===== src/rtl/l1g_pkg.sv =====
package l1g_pkg;
  localparam int SYM_BITS        = 3;
  localparam logic [SYM_BITS-1:0] SYM_PATTERN = 3'b100;
  localparam int SAMPLES_PER_SYM = 3;

  typedef struct packed {
    logic acc;
    logic lost_gap;
    logic lost_full;
  } trig_ev_t;
endpackage


===== src/rtl/l1g_sym_ser.sv =====
module l1g_sym_ser #(
  parameter int SYMS_PER_TRIG = 2,
  parameter int MIN_GAP       = 6
) (
  input  logic clk_i,
  input  logic rst_ni,
  input  logic accept_i,
  output logic cmd_o,
  output logic too_close_o
);
  import l1g_pkg::*;
  localparam int SR_W  = SYM_BITS * SYMS_PER_TRIG;
  localparam int GAP_W = $clog2(MIN_GAP + 1);
  localparam logic [GAP_W-1:0] GAP_LOAD = GAP_W'(MIN_GAP - 1);

  logic [SR_W-1:0]  sr_q;
  logic [GAP_W-1:0] gap_q;

  always_ff @(posedge clk_i or negedge rst_ni) begin
    if (!rst_ni) begin
      sr_q  <= '0;
      gap_q <= '0;
    end else if (accept_i) begin
      sr_q  <= {SYMS_PER_TRIG{SYM_PATTERN}};
      gap_q <= GAP_LOAD;
    end else begin
      sr_q  <= {sr_q[SR_W-2:0], 1'b0};
      if (gap_q != '0) gap_q <= gap_q - 1'b1;
    end
  end

  assign cmd_o       = sr_q[SR_W-1];
  assign too_close_o = (gap_q != '0);
endmodule


===== src/rtl/l1g_fill_model.sv =====
module l1g_fill_model #(
  parameter int FIFO_DEPTH    = 32,
  parameter int SYMS_PER_TRIG = 2
) (
  input  logic                            clk_i,
  input  logic                            rst_ni,
  input  logic                            accept_i,
  input  logic                            done_i,
  output logic [$clog2(FIFO_DEPTH+1)-1:0] fill_o,
  output logic                            room_o
);
  import l1g_pkg::*;
  localparam int FILL_W = $clog2(FIFO_DEPTH + 1);
  localparam int SUM_W  = FILL_W + 1;
  localparam logic [SUM_W-1:0] STEP_UP = SUM_W'(SYMS_PER_TRIG * SAMPLES_PER_SYM);
  localparam logic [SUM_W-1:0] STEP_DN = SUM_W'(SAMPLES_PER_SYM);
  localparam logic [SUM_W-1:0] CAP     = SUM_W'(FIFO_DEPTH);

  logic [FILL_W-1:0] fill_q;
  logic [SUM_W-1:0]  raised, nxt;

  always_comb begin
    raised = {1'b0, fill_q} + (accept_i ? STEP_UP : '0);
    nxt    = raised;
    if (done_i) nxt = (raised >= STEP_DN) ? raised - STEP_DN : '0;
  end

  always_ff @(posedge clk_i or negedge rst_ni) begin
    if (!rst_ni) fill_q <= '0;
    else         fill_q <= nxt[FILL_W-1:0];
  end

  assign room_o = ({1'b0, fill_q} + STEP_UP) <= CAP;
  assign fill_o = fill_q;
endmodule


===== src/rtl/l1g_sat_cnt.sv =====
module l1g_sat_cnt #(
  parameter int W = 16
) (
  input  logic         clk_i,
  input  logic         rst_ni,
  input  logic         inc_i,
  output logic [W-1:0] cnt_o
);
  always_ff @(posedge clk_i or negedge rst_ni) begin
    if (!rst_ni)                   cnt_o <= '0;
    else if (inc_i && ~&cnt_o)     cnt_o <= cnt_o + 1'b1;
  end
endmodule


===== src/rtl/l1_trig_gate.sv =====
module l1_trig_gate #(
  parameter int MIN_GAP       = 6,
  parameter int FIFO_DEPTH    = 32,
  parameter int SYMS_PER_TRIG = 2,
  parameter int CNT_W         = 16
) (
  input  logic                            clk_i,
  input  logic                            rst_ni,
  input  logic                            l1_i,
  input  logic                            rdo_done_i,
  output logic                            cmd_o,
  output logic [$clog2(FIFO_DEPTH+1)-1:0] fill_o,
  output logic [CNT_W-1:0]                acc_cnt_o,
  output logic [CNT_W-1:0]                lost_gap_o,
  output logic [CNT_W-1:0]                lost_full_o
);
  import l1g_pkg::*;
  localparam int N_CNT = $bits(trig_ev_t);

  logic     too_close, has_room;
  trig_ev_t ev;
  logic [N_CNT-1:0]            ev_bits;
  logic [N_CNT-1:0][CNT_W-1:0] cnt;

  // spacing loss takes precedence over fill loss
  always_comb begin
    ev.acc       = l1_i & ~too_close & has_room;
    ev.lost_gap  = l1_i & too_close;
    ev.lost_full = l1_i & ~too_close & ~has_room;
  end
  assign ev_bits = ev;

  l1g_sym_ser #(.SYMS_PER_TRIG(SYMS_PER_TRIG), .MIN_GAP(MIN_GAP)) u_ser (
    .clk_i(clk_i), .rst_ni(rst_ni), .accept_i(ev.acc),
    .cmd_o(cmd_o), .too_close_o(too_close)
  );

  l1g_fill_model #(.FIFO_DEPTH(FIFO_DEPTH), .SYMS_PER_TRIG(SYMS_PER_TRIG)) u_fill (
    .clk_i(clk_i), .rst_ni(rst_ni), .accept_i(ev.acc), .done_i(rdo_done_i),
    .fill_o(fill_o), .room_o(has_room)
  );

  for (genvar g = 0; g < N_CNT; g++) begin : g_cnt
    l1g_sat_cnt #(.W(CNT_W)) u_cnt (
      .clk_i(clk_i), .rst_ni(rst_ni), .inc_i(ev_bits[g]), .cnt_o(cnt[g])
    );
  end

  assign acc_cnt_o   = cnt[2];
  assign lost_gap_o  = cnt[1];
  assign lost_full_o = cnt[0];
endmodule


===== config.mk =====
export PLATFORM = sky130hd
export DESIGN_NAME = l1_trig_gate
export DESIGN_NICKNAME = d
export VERILOG_FILES = /design/src/rtl/l1g_pkg.sv /design/src/rtl/l1g_sym_ser.sv /design/src/rtl/l1g_fill_model.sv /design/src/rtl/l1g_sat_cnt.sv /design/src/rtl/l1_trig_gate.sv
export SDC_FILE = /design/constraint.sdc
export NUM_CORES = 1
export LEC_CHECK = 0
export BUFFER_PORTS_ARGS = -buffer_cell sky130_fd_sc_hd__buf_2
export CAP_MARGIN = 20
export CORE_MARGIN = 8
export CORE_UTILIZATION = 50
export CTS_BUF_LIST = sky130_fd_sc_hd__clkbuf_16
export DETAILED_ROUTE_END_ITERATION = 7
export PLACE_DENSITY = 0.76
export SETUP_SLACK_MARGIN = 0.15
export SLEW_MARGIN = 20
export SYNTH_ARGS = -nofsm -noshare
export SYNTH_HDL_FRONTEND = slang
export SYNTH_SLANG_ARGS = --single-unit

===== constraint.sdc =====
create_clock -name clk_i -period 3.7 [get_ports clk_i]
set_clock_uncertainty 0.15 [all_clocks]
set_input_delay 0.74 -clock clk_i [delete_from_list [all_inputs] [get_ports clk_i]]
set_output_delay 0.74 -clock clk_i [all_outputs]
set_load 0.02 [all_outputs]

==> results.md, run 1 <==
- Status: finished, final reports clean
- Post-CTS Hold Fix Bufs: 0
- Vias/cell: 5.53
- Area Growth Syn to Fin: 25.1%
- GR Overflow Total: 0
- Critical path type: flop to flop
- CTS Root Buffer Type: clkbuf_16
- CTS tree: built
- Via Count: 2586
- I/O pins: 59
- VDD IR max: 0.486 mV
- Final nets: 400
- DIE HEIGHT: 96.3 um
- Tot GR Track Use: 0.160
- Wire length per cell: 15.6 um
- Delay-heaviest family, CP: compound AO/OA/AOI/OAI gates
- CTS clock-pin slew for the worst setup and hold paths: 0.05 ns
- Min Tclk post-route: 3.49 ns
- Placed inst area: 3630 sq um
- Largest net degree at the start of global routing: 44
- Final setup viols: 0
- Worst Hold Class: flop to flop
- Cell Area, Synth: 3230 sq um
- Ratio of final minimum period to clock period: 0.943
- Antenna violations before repair: 0
- Placed cell count: 446
- Crit-path cells: inv_1 > ha_1 > or3b_4 > a211oi_4 > o21ai_4 > inv_4 > ha_2 > inv_1 > fa_2 > a21oi_2 > o32ai_4 > a211oi_2 > and3_1 > o22ai_1
- Arr. time, crit path: 3.54 ns
- Pre-antenna DRT Iters: 4
- Seq/Total Area, Yosys: 0.473
- Cell Count, Final, Fillers Out: 468
- PortBufs: 58
- RSZ-0062 raised after global routing: no
- Async SR Flop Fraction: 1.00
- Avg Cell Area, Syn: 10.5 sq um
- H-tree Lvls: 3
- Antenna Cells: 0
- Total Wirelength: 7.28 mm
- Yosys reg bits: 61
- # clock sinks: 61
- Most common cell after layout, fill and taps aside: dfrtp_1
- Synth Flop Type: dfrtp_1
- CP required: 3.75 ns
- Crit-path max cell delay: 0.52 ns
- Commonest cells after routing, fill and taps aside: dfrtp_1 (61), buf_2 (58), nand2_1 (32), xnor2_1 (25), nand3_1 (22)
- Netlist cell types: 51
- Final instance area: 4040 sq um
- Post-synth EDFFs: 0
- Layout cells sized above 1: 0.289
- # DRC: 0
- Max_slew headroom: 0.376
- Crit start category: flop
- Fmax: 287 MHz
- Final Hold Fails: 0
- Fin util: 0.639
- Mapped Nets: 322
- Initial core utilization: 0.511
- Synth warnings: 0
- Worst reg-to-reg setup slack: 0.21 ns
- Vias in the first global route: 2548
- First-pass GRT wire length: 11.7 mm
- Gate count of the mapped netlist: 308
- Rows: 29
- Final TNS setup: 0 ns
- Pwr dens: 711 nW/um^2
- Largest fanout on the critical path: 5
- GPL Wtd Cong: 0.890
- Die area: 9280 sq um
- CP max-delay cell: fa_2
- Core Region: 6310 sq um
- Worst-skew pair later-pin latency: 0.33 ns
- Die width: 96.3 um
- CP Capture Type: flop
- WP buf/inv: 3
- Initial DRC Count: 137
- Crit path top cell by count: inv_1
- CTS Buf Count: 9
- Final count of pins violating max slew: 0
- Slew @ Worst Pin: 0.936 ns
- ANT nets after route: 0
- Leakage: 1.98 nW
- Post-DP HPWL: 4.88 mm
- Max-Cap Viols: 0
- Clock Path Buffers: 2
==> worst paths after layout <==
path	from	end	depth (start not counted)
min reg2reg	u_ser.sr_q[2]	u_ser.sr_q[3]	1
min	u_ser.sr_q[2]	u_ser.sr_q[3]	1
max in group asynchronous	rst_ni	g_cnt[2].u_cnt.cnt_o[3]	2
max reg2reg	u_fill.fill_o[1]	u_fill.fill_o[1]	14
min in group asynchronous	rst_ni	g_cnt[1].u_cnt.cnt_o[9]	1
max	u_fill.fill_o[1]	u_fill.fill_o[1]	14
==> power breakdown <==
part	total (mW)	internal [mW]	switching (mW)
clock	0.868	0.579	0.289
combinational	1.02	0.438	0.586
sequential	0.977	0.803	0.174
total	2.87	1.82	1.05
==> cells in the mapped netlist, drive strengths merged (2+ instances only) <==
cell type,n,area (sq um)
a211oi,4,42.5
a21o,2,15.0
a21oi,8,40.0
a31oi,3,18.8
a41oi,2,17.5
and2,6,37.5
and3,10,62.6
buf,2,22.5
dfrtp,61,1530
ha,9,113
inv,14,55.1
mux2,8,93.8
mux2i,4,43.8
nand2,32,120
nand2b,3,18.8
nand3,22,110
nand4,16,106
nor2,18,67.6
nor2b,3,18.8
nor3,9,55.1
nor3b,3,32.5
nor4,5,50.1
o21ai,5,40.0
or3,3,18.8
or3b,3,28.8
xnor2,25,219
xor2,16,140
==> registers in the layout, indices dropped and copies added (netlist names) <==
register           count
u_ser.sr_q             4
u_fill.fill_o          6
u_ser.gap_q            3
g_cnt.u_cnt.cnt_o     48
==> per-stage QoR <==
step	hold slack, ns	setup slack (ns)	power [mW]
finish	0.299	0.211	2.87
global route	0.320	0.0895	3.04
CTS	0.299	0.127	2.77
detailed placement	0.288	0.123	1.88
global placement	0.265	0.203	1.85
floorplan	0.257	0.164	1.61
==> layer usage <==
layer / wire length [um] / global-route usage / up-vias
met5: 0 / 0 / -
met4: 140 / 0.0643 / 0
met3: 505 / 0.0530 / 11
met2: 3450 / 0.249 / 72
met1: 3190 / 0.201 / 1263
li1: - / - / 1240
==> cells by family (layout without fill, tap and decap cells) <==
kind of cell | Yosys count | count (layout) | synth area share
fa+ha+maj | 10 | 10 | 0.0411
flops | 61 | 61 | 0.473
compound gates | 27 | 27 | 0.0609
xor+xnor | 41 | 41 | 0.111
simple gates | 140 | 140 | 0.246
buf+inv | 17 | 100 | 0.0252
mux | 12 | 12 | 0.0427
==> layout make-up <==
class / instances / area [sq um]
clock inverters: 7 / 81.3
multi-input cells: 230 / 1670
inverters: 14 / 55.1
well taps: 77 / 96.3
fillers: 511 / 2280
repair buffers: 70 / 380
flip-flops and latches: 61 / 1530
clock buffers: 9 / 225
==> what timing repair did <==
| action | CTS | global route |
|---|---|---|
| pin swaps | 0 | 5 |
| setup buffers | 0 | 6 |
| setup endpoints to repair | 3 | 6 |
| gates resized for setup | 2 | 9 |
Power figures use the tool's default switching activity.
==> run 2, diff against run 1 <==
CORE_UTILIZATION = 56   (was 50)
PLACE_DENSITY = 0.8   (was 0.76)
clock period = 3.3 ns   (was 3.7 ns; I/O delays follow)
==> results.md, run 2 (same netlist as run 1, synthesis figures left out) <==
- Placed inst area: 3690 sq um (was 3630 sq um)
- Initial DRC Count: 87 (was 137)
- Layout cells sized above 1: 0.320 (was 0.289)
- Final nets: 406 (was 400)
- Pwr dens: 784 nW/um^2 (was 711 nW/um^2)
- Ratio of final minimum period to clock period: 0.993 (was 0.943)
- Worst-skew pair later-pin latency: 0.32 ns (was 0.33 ns)
- Arr. time, crit path: 3.39 ns (was 3.54 ns)
- Vias/cell: 5.61 (was 5.53)
- DIE HEIGHT: 91.9 um (was 96.3 um)
- Worst Hold Class: primary input to async pin (was flop to flop)
- PortBufs: 58 (unchanged)
- Area Growth Syn to Fin: 26.6% (was 25.1%)
- Min Tclk post-route: 3.28 ns (was 3.49 ns)
- VDD IR max: 0.676 mV (was 0.486 mV)
- Cell Count, Final, Fillers Out: 469 (was 468)
- Most common cell after layout, fill and taps aside: dfrtp_1 (unchanged)
- Die width: 91.9 um (was 96.3 um)
- CP required: 3.41 ns (was 3.75 ns)
- # DRC: 0 (unchanged)
- Final worst slack: 0.0221 ns (was 0.211 ns)
- GR Overflow Total: 0 (unchanged)
- Vias in the first global route: 2642 (was 2548)
- # fillers: 392 (was 511)
- Tot Pwr: 3.20 mW (was 2.87 mW)
- Largest net degree at the start of global routing: 39 (was 44)
- Core Region: 5540 sq um (was 6310 sq um)
- GPL Wtd Cong: 0.828 (was 0.890)
- RSZ-0062 raised after global routing: yes (was no)
- Slew @ Worst Pin: 0.900 ns (was 0.936 ns)
- Post-CTS Hold Fix Bufs: 0 (unchanged)
- Final setup viols: 0 (unchanged)
- Post-DP HPWL: 4.99 mm (was 4.88 mm)
- Leakage: 1.99 nW (was 1.98 nW)
- H-tree Lvls: 3 (unchanged)
- CTS tree: built (unchanged)
- Pre-antenna DRT Iters: 4 (unchanged)
- Clock Path Buffers: 2 (unchanged)
- Antenna violations before repair: 0 (unchanged)
- CP Capture Type: flop (unchanged)
- Final instance area: 4080 sq um (was 4040 sq um)
- Crit start category: flop (unchanged)
- Max_slew headroom: 0.398 (was 0.376)
- Fmax: 305 MHz (was 287 MHz)
- Pre-CTS setup slack: 0.00939 ns (was 0.123 ns)
- Fin util: 0.737 (was 0.639)
- Rows: 27 (was 29)
- Status: finished, final reports clean (unchanged)
- Reg area: 1530 sq um (about the same)
- First-pass GRT wire length: 12.1 mm (was 11.7 mm)
- CTS Root Buffer Type: clkbuf_16 (unchanged)
- Max-Cap Viols: 0 (unchanged)
- Via Count: 2632 (was 2586)
- # clock sinks: 61 (unchanged)
- Final TNS setup: 0 ns (unchanged)
- Largest fanout on the critical path: 3 (was 5)
- ANT nets after route: 0 (unchanged)
- Area occupied by multi-input gates: 1720 sq um (was 1670 sq um)
- Final count of pins violating max slew: 0 (unchanged)
- Die area: 8440 sq um (was 9280 sq um)
- I/O pins: 59 (unchanged)
- Commonest cells after routing, fill and taps aside: dfrtp_1 (59), buf_2 (58), nand2_1 (32), xnor2_1 (24), nand3_1 (22) (was dfrtp_1 (61), buf_2 (58), nand2_1 (32), xnor2_1 (25), nand3_1 (22))
- Max FFs per register: 48 (unchanged)
- Largest Register: g_cnt.u_cnt.cnt_o (unchanged)
- Initial core utilization: 0.582 (was 0.511)
- Critical path type: flop to flop (unchanged)
- Antenna Cells: 0 (unchanged)
- Tot GR Track Use: 0.176 (was 0.160)
- Final Hold Fails: 0 (unchanged)
- Wire length per cell: 15.8 um (was 15.6 um)
- Hold slack: 0.294 ns (was 0.299 ns)
- Placed cell count: 444 (was 446)
- CTS clock-pin slew for the worst setup and hold paths: 0.05 ns (about the same)
- Total Wirelength: 7.42 mm (was 7.28 mm)
- CTS Buf Count: 9 (unchanged)
## run 2: changes by cell type in the layout (fill, tap and decap cells not counted), sizes merged
| cell | previous run | this run |
|---|---|---|
| buf | 70 | 76 |
| clkinv | 4 | 6 |
| clkinvlp | 0 | 1 |
| inv | 15 | 14 |
| bufinv | 2 | 0 |
## run 2: final timing paths
check	start	end	slack [ns]	depth (start not counted)
hold reg to reg	u_ser.sr_q[2]	u_ser.sr_q[3]	0.30	1
hold / removal	rst_ni	g_cnt[1].u_cnt.cnt_o[14]	0.29	1
setup / recovery	u_fill.fill_o[2]	u_fill.fill_o[5]	0.02	14
setup reg to reg	u_fill.fill_o[2]	u_fill.fill_o[5]	0.02	14
min in group clk_i	u_ser.sr_q[2]	u_ser.sr_q[3]	0.30	1
max in group asynchronous	rst_ni	g_cnt[1].u_cnt.cnt_o[3]	1.95	2
## run 2: power by group
group	total, mW	internal, mW	switching [mW]	leakage, nW
sequential	1.06	0.904	0.160	0.801
clock	0.800	0.493	0.307	0.125
combinational	1.34	0.589	0.747	1.06
## run 2: routing by layer
| layer | up-vias | track usage | share of wire |
|---|---|---|---|
| met5 | - | 0 | 0 |
| met4 | 0 | 0.0819 | 0.018 |
| met3 | 14 | 0.0522 | 0.064 |
| met2 | 77 | 0.296 | 0.50 |
| met1 | 1278 | 0.201 | 0.42 |
| li1 | 1263 | - | - |
## run 2: timing repair
action,4_1_cts,5_1_grt
resized for setup,5,7
buffers inserted,6,3
pin swaps,6,4
endpoints found under the hold margin,0,0
setup endpoints to repair,6,6
## run 2: cell type report
cell class,count,share of cell area
Clock buffer,9,0.0552
Timing Repair Buffer,76,0.105
Multi-Input combinational cell,230,0.422
Clock inverter,7,0.00797
Sequential cell,61,0.375
Inverter,14,0.0135
Tap cell,72,0.0221
## run 2: critical path, stage by stage, from the launching register on
cell	delay, ns
dfrtp_2	0.42
inv_2	0.09
ha_4	0.12
or3b_4	0.38
a211oi_4	0.26
o21ai_4	0.10
inv_4	0.07
ha_4	0.12
inv_2	0.04
fa_2	0.59
a21boi_4	0.20
buf_4	0.13
nand2_1	0.12
nor4bb_2	0.30
a21o_1	0.15
==> run 3, diff against run 2 <==
SETUP_SLACK_MARGIN = not set   (was 0.15)
==> results.md, run 3 (same netlist as run 1, synthesis figures left out) <==
- Crit-path max cell delay: 0.40 ns (was 0.59 ns)
- Area Growth Syn to Fin: 24.7% (was 26.6%)
- GPL Wtd Cong: 0.832 (was 0.828)
- Clock Path Buffers: 2 (unchanged)
- Critical path type: flop to flop (unchanged)
- WP buf/inv: 3 (was 4)
- Crit-path cells: buf_4 > or3b_1 > mux2i_2 > o21ai_4 > inv_4 > ha_4 > inv_2 > fa_2 > or3b_1 > o32ai_2 > a21o_1 > nor4bb_4 > a21o_1 (was inv_2 > ha_4 > or3b_4 > a211oi_4 > o21ai_4 > inv_4 > ha_4 > inv_2 > fa_2 > a21boi_4 > buf_4 > nand2_1 > nor4bb_2 > a21o_1)
- Slew @ Worst Pin: 0.912 ns (was 0.900 ns)
- Die area: 8440 sq um (unchanged)
- CP max-delay cell: dfrtp_2 (was fa_2)
- Layout cells sized above 1: 0.305 (was 0.320)
- Hold slack: 0.245 ns (was 0.294 ns)
- Placed cell count: 444 (unchanged)
- Clk pwr share: 0.262 (was 0.250)
- Wire length per cell: 14.6 um (was 15.8 um)
- GR Overflow Total: 0 (unchanged)
- CP Capture Type: flop (unchanged)
- CTS tree: built (unchanged)
- Max_slew headroom: 0.390 (was 0.398)
- First-pass GRT wire length: 11.8 mm (was 12.1 mm)
- Worst Hold Class: primary input to async pin (unchanged)
- Switching Share: 0.372 (was 0.379)
- Reg-to-reg startpoint: u_fill.fill_o[2] (unchanged)
- Largest fanout on the critical path: 5 (was 3)
- Antenna violations before repair: 0 (unchanged)
- Most common cell after layout, fill and taps aside: dfrtp_1 (unchanged)
- Final count of pins violating max slew: 0 (unchanged)
- Switching power: 1.15 mW (was 1.21 mW)
- Worst reg-to-reg setup slack: 0.08 ns (was 0.02 ns)
- RSZ-0062 raised after global routing: yes (unchanged)
- Antenna Cells: 0 (unchanged)
- Initial DRC Count: 119 (was 87)
- Commonest cells after routing, fill and taps aside: dfrtp_1 (59), buf_2 (58), nand2_1 (32), xnor2_1 (25), nand3_1 (22) (was dfrtp_1 (59), buf_2 (58), nand2_1 (32), xnor2_1 (24), nand3_1 (22))
- Post-CTS Hold Fix Bufs: 0 (unchanged)
- # DRC: 0 (unchanged)
- Arr. time, crit path: 3.34 ns (was 3.39 ns)
- Largest net degree at the start of global routing: 33 (was 39)
- Status: finished, final reports clean (unchanged)
- CTS clock-pin slew for the worst setup and hold paths: 0.06 ns (was 0.05 ns)
- Die width: 91.9 um (unchanged)
- Min Tclk post-route: 3.22 ns (was 3.28 ns)
- CP required: 3.41 ns (about the same)
- # fillers: 419 (was 392)
- Cell Count, Final, Fillers Out: 466 (was 469)
- Power share of the combinational group: 0.397 (was 0.417)
- Pre-antenna DRT Iters: 4 (unchanged)
- Ratio of final minimum period to clock period: 0.977 (was 0.993)
- Final nets: 403 (was 406)
- Via Count: 2537 (was 2632)
- Largest Register: g_cnt.u_cnt.cnt_o (unchanged)
- Max-Cap Viols: 0 (unchanged)
- Vias in the first global route: 2524 (was 2642)
- Leakage: 1.98 nW (was 1.99 nW)
- Initial core utilization: 0.582 (unchanged)
- Total Wirelength: 6.79 mm (was 7.42 mm)
- Pwr dens: 769 nW/um^2 (was 784 nW/um^2)
- CTS Buf Count: 9 (unchanged)
- VDD IR max: 0.573 mV (was 0.676 mV)
- PortBufs: 58 (unchanged)
- Tot GR Track Use: 0.171 (was 0.176)
- # clock sinks: 61 (unchanged)
- P_int: 1.94 mW (was 1.99 mW)
- CTS Root Buffer Type: clkbuf_16 (unchanged)
- Core Region: 5540 sq um (unchanged)
- Sequential power share: 0.341 (was 0.332)
- Rows: 27 (unchanged)
- Final setup viols: 0 (unchanged)
- Crit start category: flop (unchanged)
- Delay-heaviest family, CP: simple AND/OR/NAND/NOR gates (was adder cells)
- Post-DP HPWL: 4.94 mm (was 4.99 mm)
- R2R Path End: u_fill.fill_o[5] (unchanged)
- Final Hold Fails: 0 (unchanged)
- DIE HEIGHT: 91.9 um (unchanged)
- Vias/cell: 5.44 (was 5.61)
- ANT nets after route: 0 (unchanged)
- Fmax: 310 MHz (was 305 MHz)
- H-tree Lvls: 3 (unchanged)
- FF-to-FF path depth: 13 (was 14)
- Worst-skew pair later-pin latency: 0.32 ns (about the same)
- Max FFs per register: 48 (unchanged)
- I/O pins: 59 (unchanged)
run 3: changes by cell type in the layout (fill, tap and decap cells not counted), sizes merged:
cell	change
inv	+2
buf	-3
clkinv	-2
run 3: final cells by class:
type                       count  area (sq um)  share of cell area
clock buffer                   9           225              0.0560
clock inverter                 7          35.0             0.00871
inverter                      14          55.1              0.0137
multi-input combinational    230          1680               0.419
sequential                    61          1530               0.380
tap                           72          90.1              0.0224
timing repair buffer          73           403               0.100
run 3: routing by layer:
layer	vias up	global-route usage	wire length, um
li1	1253	-	-
met1	1205	0.212	3080
met2	67	0.271	3200
met3	12	0.0497	410
met4	0	0.0738	95
met5	-	0	0
run 3: worst register-to-register path: cells and delay by family, from the launching register on:
kind / cells / cell delay [ns]
fa+ha+maj: 2 / 0.52
compound gates: 4 / 0.60
simple gates: 3 / 0.97
buf+inv: 3 / 0.25
mux: 1 / 0.29
flops: 1 / 0.40
run 3: power groups by stage:
stage | Clock (mW) | Combinational [mW] | Sequential (mW)
6_report | 0.810 | 1.23 | 1.06
5_1_grt | 0.858 | 1.35 | 1.08
4_1_cts | 0.828 | 1.19 | 1.05
3_5_place_dp | 0 | 1.12 | 1.07
3_3_place_gp | 0 | 1.09 | 1.06
2_1_floorplan | 0 | 0.634 | 1.22
run 3: repair_timing:
action                                  4_1_cts  5_1_grt
pin swaps                                     5        4
setup buffers                                 4        2
resized for setup                             1        2
endpoints found under the setup margin        1        5
run 3: metrics by stage:
stage	area, sq um	util	total power, mW	TNS (ns)	worst slack, ns
2_1_floorplan	3270	-	1.85	0	0.000565
3_3_place_gp	3690	0.667	2.16	0	0.0786
3_5_place_dp	3690	0.667	2.18	0	0.00393
4_1_cts	3990	0.720	3.07	0	0.00853
5_1_grt	4020	0.726	3.29	-0.0999	-0.0542
6_report	4020	0.726	3.09	0	0.0757
run 3: worst max path at each step:
stage | startpoint | to | slack [ns] | depth (start not counted)
after floorplan | u_fill.fill_o[1] | u_fill.fill_o[4] | 0.0006 | 14
after global placement | u_fill.fill_o[2] | u_fill.fill_o[1] | 0.08 | 14
after detailed placement | u_fill.fill_o[2] | u_fill.fill_o[1] | 0.004 | 14
after CTS | u_fill.fill_o[2] | u_fill.fill_o[1] | 0.009 | 14
after global routing | u_fill.fill_o[1] | u_fill.fill_o[5] | -0.05 | 14
final | u_fill.fill_o[2] | u_fill.fill_o[5] | 0.08 | 13
